`src/rtl/initseq_pkg.sv`:
```
package initseq_pkg;

  typedef enum logic [2:0] {
    K_READ,
    K_WRITE,
    K_COPY,
    K_BURST,
    K_FILL,
    K_BAD
  } kind_e;

  localparam logic [7:0] OPC_READ  = 8'd1;
  localparam logic [7:0] OPC_WRITE = 8'd2;
  localparam logic [7:0] OPC_COPY  = 8'd4;
  localparam logic [7:0] OPC_FILL  = 8'd6;
  localparam logic [7:0] OPC_BURST = 8'd8;

  typedef struct packed {
    kind_e       kind;
    logic [31:0] base;
    logic [31:0] len;
    logic [15:0] src;
    logic [31:0] value;
    logic        reject;
  } cmd_t;

endpackage

```
`src/rtl/initseq_decode.sv`:
```
module initseq_decode
  import initseq_pkg::*;
#(
  parameter int BUF_WORDS = 256
) (
  input  logic [63:0] cmd_word,
  output cmd_t        cmd
);

  logic [7:0]  opc;
  logic [31:0] arg;

  assign opc = cmd_word[7:0];
  assign arg = cmd_word[63:32];

  always_comb begin
    cmd        = '0;
    cmd.base   = {8'h00, cmd_word[31:8]};
    cmd.kind   = K_BAD;
    cmd.reject = 1'b1;
    unique case (opc)
      OPC_READ: begin
        cmd.kind   = K_READ;
        cmd.len    = 32'd1;
        cmd.reject = 1'b0;
      end
      OPC_WRITE: begin
        cmd.kind   = K_WRITE;
        cmd.len    = 32'd1;
        cmd.value  = arg;
        cmd.reject = 1'b0;
      end
      OPC_COPY: begin
        cmd.kind   = K_COPY;
        cmd.len    = {16'h0000, arg[31:16]};
        cmd.src    = arg[15:0];
        cmd.reject = 1'b0;
      end
      OPC_BURST: begin
        cmd.kind   = K_BURST;
        cmd.len    = {16'h0000, arg[31:16]};
        cmd.src    = arg[15:0];
        cmd.reject = ({16'h0000, arg[31:16]} > 32'(BUF_WORDS));
      end
      OPC_FILL: begin
        cmd.kind   = K_FILL;
        cmd.len    = arg;
        cmd.reject = (arg > 32'(BUF_WORDS));
      end
      default: begin
        cmd.kind   = K_BAD;
        cmd.reject = 1'b1;
      end
    endcase
  end

endmodule

```
`src/rtl/initseq_chunk.sv`:
```
module initseq_chunk #(
  parameter int MAX_BURST = 16
) (
  input  logic clk,
  input  logic rst_n,
  input  logic clr,
  input  logic en,
  input  logic step,
  input  logic last,
  output logic eoc
);

  localparam int CW = (MAX_BURST > 1) ? $clog2(MAX_BURST) : 1;

  logic [CW-1:0] cnt_q, cnt_d;
  logic          cnt_ce;

  assign eoc = en && ((cnt_q == CW'(MAX_BURST - 1)) || last);

  always_comb begin
    cnt_ce = clr || step;
    cnt_d  = cnt_q;
    if (clr)
      cnt_d = '0;
    else if (step)
      cnt_d = eoc ? '0 : cnt_q + 1'b1;
  end

  always_ff @(posedge clk or negedge rst_n) begin
    if (!rst_n)
      cnt_q <= '0;
    else if (cnt_ce)
      cnt_q <= cnt_d;
  end

endmodule

```
`src/rtl/initseq_engine.sv`:
```
module initseq_engine
  import initseq_pkg::*;
#(
  parameter int IDX_W     = 6,
  parameter int MAX_BURST = 16
) (
  input  logic             clk,
  input  logic             rst_n,
  input  logic             start,
  input  logic [IDX_W-1:0] first_idx,
  input  logic [IDX_W-1:0] last_idx,
  input  cmd_t             cmd,
  output logic [IDX_W-1:0] cmd_idx,
  output logic [15:0]      dat_idx,
  input  logic [31:0]      dat_word,
  output logic [31:0]      bus_addr,
  output logic [31:0]      bus_wdata,
  output logic             bus_we,
  output logic             bus_re,
  input  logic             bus_ready,
  output logic             bus_eoc,
  output logic             done,
  output logic             err
);

  typedef enum logic [1:0] {S_IDLE, S_FETCH, S_BEAT} state_e;

  state_e           st_q, st_d;
  logic [IDX_W-1:0] cidx_q, cidx_d;
  logic [IDX_W-1:0] eidx_q, eidx_d;
  kind_e            kind_q;
  logic [31:0]      base_q, len_q, val_q, beat_q, beat_d;
  logic [15:0]      src_q;
  logic             err_q, err_d;
  logic             done_q, done_d;
  logic             load, beat_ce, idx_ce, last_beat, in_beat, chunked;

  assign in_beat   = (st_q == S_BEAT);
  assign last_beat = (beat_q == len_q - 32'd1);
  assign chunked   = (kind_q == K_BURST) || (kind_q == K_FILL);

  always_comb begin
    st_d    = st_q;
    cidx_d  = cidx_q;
    eidx_d  = eidx_q;
    beat_d  = beat_q;
    err_d   = err_q;
    done_d  = 1'b0;
    load    = 1'b0;
    beat_ce = 1'b0;
    idx_ce  = 1'b0;
    unique case (st_q)
      S_IDLE: begin
        if (start) begin
          cidx_d = first_idx;
          eidx_d = last_idx;
          err_d  = 1'b0;
          idx_ce = 1'b1;
          st_d   = S_FETCH;
        end
      end
      S_FETCH: begin
        if (cidx_q >= eidx_q) begin
          done_d = 1'b1;
          st_d   = S_IDLE;
        end else if (cmd.reject) begin
          err_d  = 1'b1;
          cidx_d = cidx_q + 1'b1;
          idx_ce = 1'b1;
        end else if (cmd.len == 32'd0) begin
          cidx_d = cidx_q + 1'b1;
          idx_ce = 1'b1;
        end else begin
          load    = 1'b1;
          beat_d  = '0;
          beat_ce = 1'b1;
          st_d    = S_BEAT;
        end
      end
      S_BEAT: begin
        if (bus_ready) begin
          if (last_beat) begin
            cidx_d = cidx_q + 1'b1;
            idx_ce = 1'b1;
            st_d   = S_FETCH;
          end else begin
            beat_d  = beat_q + 32'd1;
            beat_ce = 1'b1;
          end
        end
      end
      default: st_d = S_IDLE;
    endcase
  end

  always_ff @(posedge clk or negedge rst_n) begin
    if (!rst_n) begin
      st_q   <= S_IDLE;
      err_q  <= 1'b0;
      done_q <= 1'b0;
    end else begin
      st_q   <= st_d;
      err_q  <= err_d;
      done_q <= done_d;
    end
  end

  always_ff @(posedge clk or negedge rst_n) begin
    if (!rst_n) begin
      cidx_q <= '0;
      eidx_q <= '0;
    end else if (idx_ce) begin
      cidx_q <= cidx_d;
      eidx_q <= eidx_d;
    end
  end

  always_ff @(posedge clk or negedge rst_n) begin
    if (!rst_n)
      beat_q <= '0;
    else if (beat_ce)
      beat_q <= beat_d;
  end

  always_ff @(posedge clk or negedge rst_n) begin
    if (!rst_n) begin
      kind_q <= K_READ;
      base_q <= '0;
      len_q  <= '0;
      val_q  <= '0;
      src_q  <= '0;
    end else if (load) begin
      kind_q <= cmd.kind;
      base_q <= cmd.base;
      len_q  <= cmd.len;
      val_q  <= cmd.value;
      src_q  <= cmd.src;
    end
  end

  initseq_chunk #(.MAX_BURST(MAX_BURST)) u_chunk (
    .clk  (clk),
    .rst_n(rst_n),
    .clr  (st_q == S_FETCH),
    .en   (in_beat && chunked),
    .step (in_beat && bus_ready),
    .last (last_beat),
    .eoc  (bus_eoc)
  );

  always_comb begin
    unique case (kind_q)
      K_WRITE:         bus_wdata = val_q;
      K_COPY, K_BURST: bus_wdata = dat_word;
      default:         bus_wdata = 32'd0;
    endcase
  end

  assign cmd_idx  = cidx_q;
  assign dat_idx  = src_q + beat_q[15:0];
  assign bus_addr = base_q + (beat_q << 2);
  assign bus_we   = in_beat && (kind_q != K_READ);
  assign bus_re   = in_beat && (kind_q == K_READ);
  assign done     = done_q;
  assign err      = err_q;

endmodule

```
`src/rtl/initseq_top.sv`:
```
module initseq_top
  import initseq_pkg::*;
#(
  parameter int IDX_W     = 6,
  parameter int BUF_WORDS = 256,
  parameter int MAX_BURST = 16
) (
  input  logic             clk,
  input  logic             rst_n,
  input  logic             start,
  input  logic [IDX_W-1:0] first_idx,
  input  logic [IDX_W-1:0] last_idx,
  output logic [IDX_W-1:0] cmd_idx,
  input  logic [63:0]      cmd_word,
  output logic [15:0]      dat_idx,
  input  logic [31:0]      dat_word,
  output logic [31:0]      bus_addr,
  output logic [31:0]      bus_wdata,
  output logic             bus_we,
  output logic             bus_re,
  input  logic             bus_ready,
  output logic             bus_eoc,
  output logic             done,
  output logic             err
);

  logic [1:0] rst_sync_q;
  logic       rst_core_n;
  cmd_t       cmd;

  always_ff @(posedge clk or negedge rst_n) begin
    if (!rst_n)
      rst_sync_q <= 2'b00;
    else
      rst_sync_q <= {rst_sync_q[0], 1'b1};
  end

  assign rst_core_n = rst_sync_q[1];

  initseq_decode #(.BUF_WORDS(BUF_WORDS)) u_decode (
    .cmd_word(cmd_word),
    .cmd     (cmd)
  );

  initseq_engine #(.IDX_W(IDX_W), .MAX_BURST(MAX_BURST)) u_engine (
    .clk      (clk),
    .rst_n    (rst_core_n),
    .start    (start),
    .first_idx(first_idx),
    .last_idx (last_idx),
    .cmd      (cmd),
    .cmd_idx  (cmd_idx),
    .dat_idx  (dat_idx),
    .dat_word (dat_word),
    .bus_addr (bus_addr),
    .bus_wdata(bus_wdata),
    .bus_we   (bus_we),
    .bus_re   (bus_re),
    .bus_ready(bus_ready),
    .bus_eoc  (bus_eoc),
    .done     (done),
    .err      (err)
  );

endmodule

```
`config.mk`:
```
export PLATFORM = sky130hd
export DESIGN_NAME = initseq_top
export DESIGN_NICKNAME = d
export VERILOG_FILES = /design/src/rtl/initseq_pkg.sv /design/src/rtl/initseq_decode.sv /design/src/rtl/initseq_chunk.sv /design/src/rtl/initseq_engine.sv /design/src/rtl/initseq_top.sv
export SDC_FILE = /design/constraint.sdc
export NUM_CORES = 1
export LEC_CHECK = 0
export BUFFER_PORTS_ARGS = -buffer_cell sky130_fd_sc_hd__buf_2
export CAP_MARGIN = 0
export CORE_MARGIN = 2
export CORE_UTILIZATION = 34
export CTS_BUF_LIST = sky130_fd_sc_hd__clkbuf_8
export CTS_CLUSTER_SIZE = 10
export DETAILED_ROUTE_END_ITERATION = 8
export PLACE_DENSITY = 0.52
export SLEW_MARGIN = 20
export SYNTH_ARGS = -nofsm -noshare
export SYNTH_HDL_FRONTEND = slang
export SYNTH_SLANG_ARGS = --single-unit
```
`constraint.sdc`:
```
create_clock -name clk -period 6.9 [get_ports clk]
set_clock_uncertainty 0.1 [all_clocks]
set_input_delay 2.07 -clock clk [delete_from_list [all_inputs] [get_ports clk]]
set_output_delay 2.07 -clock clk [all_outputs]
set_load 0.01 [all_outputs]
```
======== Word-level counts from Yosys, hierarchy flattened ========
Cells that the tools add are included.
cells by class
  multiplexer cells ....................... 49
  $add $sub $neg .......................... 6
  shift-type cells ........................ 0
  bitwise gates (word level) .............. 0
  reductions and logical operators ........ 26
  $mul .................................... 0
  order comparisons ....................... 3
  divide/modulo/power cells ............... 0
  equality and inequality tests ........... 24
operators by type and width
  operator                                              count
  2-to-1 mux 32 bit                                     6
  case mux 32 bit (2 select lines)                      2
  case mux 32 bit (3 select lines)                      1
  2-to-1 mux 6 bit                                      6
  adder 24 x 32 -> 32 bit                               1
  adder 32 x 1 -> 32 bit (second input constant)        1
  equality test 32 bit                                  1
  > comparator 32 x 9 -> 1 bit (second input constant)  1
  logical NOT 32 bit                                    1
  subtractor 32 x 1 -> 32 bit (second input constant)   1
  case mux 6 bit (3 select lines)                       1
  2-to-1 mux 1 bit                                      17
  adder 16 bit                                          1
  equality test 8 x 3 -> 1 bit (second input constant)  2
  > comparator 16 x 9 -> 1 bit (second input constant)  1
  2-to-1 mux 16 bit                                     1
  != test 2 bit (second input constant)                 8
  case mux 3 bit (5 select lines)                       1
  AND reduction 7 bit                                   2
  2-to-1 mux 2 bit                                      6
  2-to-1 mux 4 bit                                      3
  != test 3 x 2 -> 1 bit (second input constant)        3
  equality test 8 x 1 -> 1 bit (second input constant)  1
  equality test 8 x 2 -> 1 bit (second input constant)  1
  25 further kinds                                      39
storage, ports and cells
  bits in writable memories ............... 0
  bits in read-only memories .............. 0
  bits in latches ......................... 0
  register bits after elaboration ......... 161
  memories kept ........................... 0
  output and inout bits ................... 91
  logic and storage cells ................. 121

======== Logic depth before layout (Yosys ltp) ========
  depth after elaboration ................. 9
  depth in mapped cells ................... 13
  mapped depth without buffers ............ 12

======== Hierarchy ========
A second synthesis with hierarchy kept.
second synthesis, totals
  cells, all modules ...................... 1,260
  area total of the unflattened synthesis .. 12,274.3 um2
modules (own cells, without submodules)
  module          seq. area each (um2)  area an instance (um2)  cells an instance  instances
  initseq_engine  4,078.9               10,862.9                1,069              1
  initseq_decode  0.0                   1,133.6                 163                1
  initseq_chunk   100.1                 224.0                   25                 1
  initseq_top     50.0                  53.8                    3                  1

======== Least setup slack after synthesis ========
OpenSTA, ideal clock, no wires.
  path kind ............................... input-to-reg
  from .................................... input port cmd_word[5]
  to ...................................... register u_engine.beat_q[6]
  data arrival time ....................... 5.014 ns
  path slack .............................. 1.717 ns
  data required time ...................... 6.731 ns
  stages .................................. 11
  path buffers ............................ 2
  path through ............................ or4_1 -> clkbuf_1 -> nor4_4 -> o31a_1 -> o22ai_1 -> a211oi_4 -> o21ai_2 -> a221o_1 -> buf_2 -> or4b_1 -> nand3_1
on the way
  word-level cells in the longest chain between the ends .. 9
RTL lines
  what                                                  line                   source
  start, declared                                       initseq_top.sv:14      input logic [63:0] cmd_word,
  equality test 8 x 3 -> 1 bit (tied with other cells)  initseq_decode.sv:21   unique case (opc)
  OR reduction 2 bit (no source line)                   n/a
  case mux 32 bit (3 select lines)                      initseq_decode.sv:21
  logical NOT 32 bit                                    initseq_engine.sv:70   end else if (cmd.len == 32'd0) begin
  2-to-1 mux 1 bit                                      initseq_engine.sv:70
  2-to-1 mux 1 bit                                      initseq_engine.sv:66   end else if (cmd.reject) begin
  2-to-1 mux 1 bit                                      initseq_engine.sv:63   if (cidx_q >= eidx_q) begin
  case mux 1 bit (2 select lines)                       initseq_engine.sv:52   unique case (st_q)
  AND reduction 7 bit (no source line) *                n/a
  end signal, assigned                                  initseq_engine.sv:122  beat_q <= beat_d;
  end, declared                                         initseq_engine.sv:32   logic [31:0] base_q, len_q, val_q, beat_q, beat_d;
Mark *: on every way between the ends. The rest lies on a longest branch, timed or not.
A chain may end at the register's enable or synchronous reset.

======== Worst setup path in the final report ========
  from .................................... register u_engine.beat_q[0]
  to ...................................... output port bus_addr[28]
on the way
  word-level cells in the longest chain between the ends .. 1
RTL lines
  what                     line                   source
  adder 24 x 32 -> 32 bit  initseq_engine.sv:161  assign bus_addr = base_q + (beat_q << 2);
  end, declared            initseq_top.sv:17      output logic [31:0] bus_addr,
Every way passes these cells.

==> out/metrics.yaml <==
status: "finished clean"
leakage_uw: 0.00588
fin_area_sq_mm: 0.0129
regArea_sq_mm: 0.00403
p_seq_frac: 0.402
drc: 0
synth_area_sq_mm: 0.0111
critPathRequiredTime_ps: 4730
synth.distinct_cells: 82
power_density_mw_per_mm2: 253
crit_top_cell: "o211ai_1"
critPathMaxStageDelay_ps: 700
combPwrFrac: 0.384
rsz0062_at_grt: "no"
dp.cells: 1889
clockBufferDepth: 2
fin_nets: 1632
die_h_um: 185
clk_pin_slew_ps: 100
die_x_um: 185
p_sw_frac: 0.415
coreArea_sq_mm: 0.0324
post-route-min-period_ps: 6220
first_global_vias: 9401
h-tree-depth: 4
dr.pass1.iters: 5
via_per_inst: 5.24
synth_cells: 1315
antenna_found_initial: 0
num_io_pins: 203
ctsResizeCount: 0
final_hold_viol_count: 0
synth-main-ff-cell: "dfrtp_1"
end_kind: "output pin"
cts_tree: "done"
synthArstFlopShare: 1.00
critPathKind: "reg -> out"
fmax_mhz: 161
p_sw_uw: 1350
area.growth.synth_to_final_pct: 15.4
setup_viol: 0
die-area_sq_mm: 0.0342
post_cts_buffers: 0
ir_drop_v: 0.000147
hpwlAfterDp_um: 23800
routedWlPerCell_um: 16.6
drv_slew: 0
antenna_left: 0
tightest_slew_ps: 839
start_util: 0.344
final_layout_size_suffix_gt1_frac: 0.197
gp_congestion: 0.851
numCtsBuffers: 17
insertion_delay_ps: 480
num-fill-cells: 3388
setup-tns-final_ps: 0
overflow: 0
grt_first_pass_wirelength_um: 50700
slowest_stage: "a2111oi_0"
hold_ws_ps: 268
internal_power_uw: 1910
multi_input_area_sq_mm: 0.00662
max_cap_viol_count: 0
ys_seq_area_frac: 0.362
synth_edf_count: 0
maxSlewHeadroom: 0.440
placed_area_sq_mm: 0.0125
vias: 10100
grt_max_degree: 114
ys_seq_elements: 161
finalCritPeriodShare: 0.902
hold_path.class: "reg -> reg"
clockPowerShare: 0.214
root_buffer: "clkbuf_8"
cts.sinks: 161
syn_nets: 1481
grt_usage: 0.189
synth_warnings: 0
rows: 66
antenna_cells: 0
start_kind: "register"
drt_wl_total_um: 32000
power_uw: 3260
stdcell_count: 1921
syn_area_per_cell_sq_um: 8.47
worstPathCellList: "ha_1, inv_1, fa_1, nor2b_1, o31ai_1, a21oi_1, a2111oi_0, o211ai_1, nand3_1, o211ai_1, nand4_1, xnor2_1, buf_2"
io_buffers: 202
path_max_fanout: 8
holdBufCountCts: 0
drt_iter0_markers: 669
critPathArrivalTime_ps: 4050
==> state kept, by name, indices dropped and copies added, names as in the netlist <==
name,flops
u_engine.u_chunk.cnt_q,4
u_engine.st_q,2
u_engine.len_q,32
u_engine.err,1
u_engine.val_q,32
u_engine.done,1
u_engine.kind_q,3
u_engine.src_q,16
u_engine.cmd_idx,6
u_engine.beat_q,32
u_engine.base_q,24
u_engine.eidx_q,6
rst_sync_q,2
==> metal layers <==
metal	GRT usage	vias up	routed length, um
met5	0	-	0
li1	-	5014	-
met1	0.272	4747	15700
met2	0.289	278	14100
met4	0.0438	0	472
met3	0.0401	28	1660
==> worst max-delay path, delay by kind of cell, from the launching register on <==
| kind | cells | cell delay (ps) |
|---|---|---|
| compound gates | 5 | 1740 |
| flops | 1 | 520 |
| fa+ha+maj | 2 | 490 |
| simple gates | 3 | 430 |
| buf+inv | 2 | 230 |
| xor+xnor | 1 | 150 |
==> per-stage QoR <==
step	setup slack [ps]	utilization
CTS	569	0.397
global placement	1070	0.386
floorplan	1720	-
detailed placement	1000	0.386
global route	275	0.397
finish	679	0.397
==> area by class of cell <==
type | count | share of cell area
Clock buffer | 17 | 0.0182
Clock inverter | 15 | 0.0115
Inverter | 41 | 0.0120
Multi-Input combinational cell | 1030 | 0.515
Sequential cell | 161 | 0.313
Tap cell | 442 | 0.0430
Timing Repair Buffer | 215 | 0.0871
==> path summary, 6_finish.rpt <==
path	startpoint	endpoint	slack, ps	cells past startpoint
worst max-delay path	u_engine.beat_q[0]	bus_addr[28]	680	13
worst min-delay path	rst_sync_q[0]	rst_sync_q[1]	270	0
worst max register to register	u_engine.len_q[17]	u_engine.beat_q[16]	2460	10
worst min register to register	rst_sync_q[0]	rst_sync_q[1]	270	0
max in group asynchronous	rst_sync_q[1]	u_engine.base_q[12]	5120	1
min in group asynchronous	rst_sync_q[1]	u_engine.eidx_q[3]	280	0
==> synth_stat cells (5+ instances only) <==
cell,count,area (sq um)
and2_1,9,56.3
dfrtp_1,161,4030
nand2_1,268,1010
mux2_2,8,90.1
or4_1,10,75.1
o21ai_0,89,445
ha_1,52,651
nor4_1,21,131
xnor2_1,61,534
a211oi_1,9,67.6
o221ai_1,22,193
o21bai_1,10,75.1
and3_1,20,125
nor3_1,30,150
nand3_1,34,170
a31oi_1,11,68.8
nand3b_1,20,150
inv_1,41,154
xor2_1,24,210
a21o_1,10,75.1
a41o_1,7,70.1
a22oi_1,12,90.1
buf_2,11,55.1
mux2i_1,5,50.1
o31ai_1,8,60.1
a21oi_1,56,280
nand4_1,18,113
or2_2,7,43.8
clkbuf_1,64,240
nand2b_1,11,68.8
o211ai_1,8,60.1
a22o_1,38,333
nor2b_1,28,175
nor2_1,48,180
a221oi_1,5,43.8
==> power groups by stage <==
stage               Clock (uW)  Combinational [uW]  Sequential [uW]
finish                     698                1250             1310
global route               777                1390             1340
CTS                        727                1260             1320
detailed placement           0                1260             1330
global placement             0                1250             1330
floorplan                    0                 939             1200
==> logic make-up (layout without fill, tap and decap cells) <==
logic type	count (synthesis)	after routing	share of synthesized area
AO/OA/AOI/OAI	318	318	0.198
XOR/XNOR	85	85	0.0668
adder cells (fa/ha/maj)	54	54	0.0620
buffers and inverters	124	288	0.0464
flip-flops	161	161	0.362
multiplexers	13	13	0.0126
other	1	1	0.000336
AND/OR/NAND/NOR	559	559	0.252
==> layout by cell type, fill, tap and decap left out, types with 17 or more instances in the layout <==
master | Yosys | routed
nand2_1 | 268 | 268
buf_2 | 11 | 202
dfrtp_1 | 161 | 160
o21ai_0 | 89 | 89
xnor2_1 | 61 | 61
a21oi_1 | 56 | 56
ha_1 | 52 | 51
nor2_1 | 48 | 48
inv_1 | 41 | 42
a22o_1 | 38 | 38
nand3_1 | 34 | 33
nor3_1 | 30 | 30
nor2b_1 | 28 | 27
xor2_1 | 24 | 24
o221ai_1 | 22 | 22
nor4_1 | 21 | 21
nand3b_1 | 20 | 20
and3_1 | 20 | 19
nand4_1 | 18 | 18
clkbuf_8 | 0 | 17
Note: power is estimated with default switching activity, not from simulation.
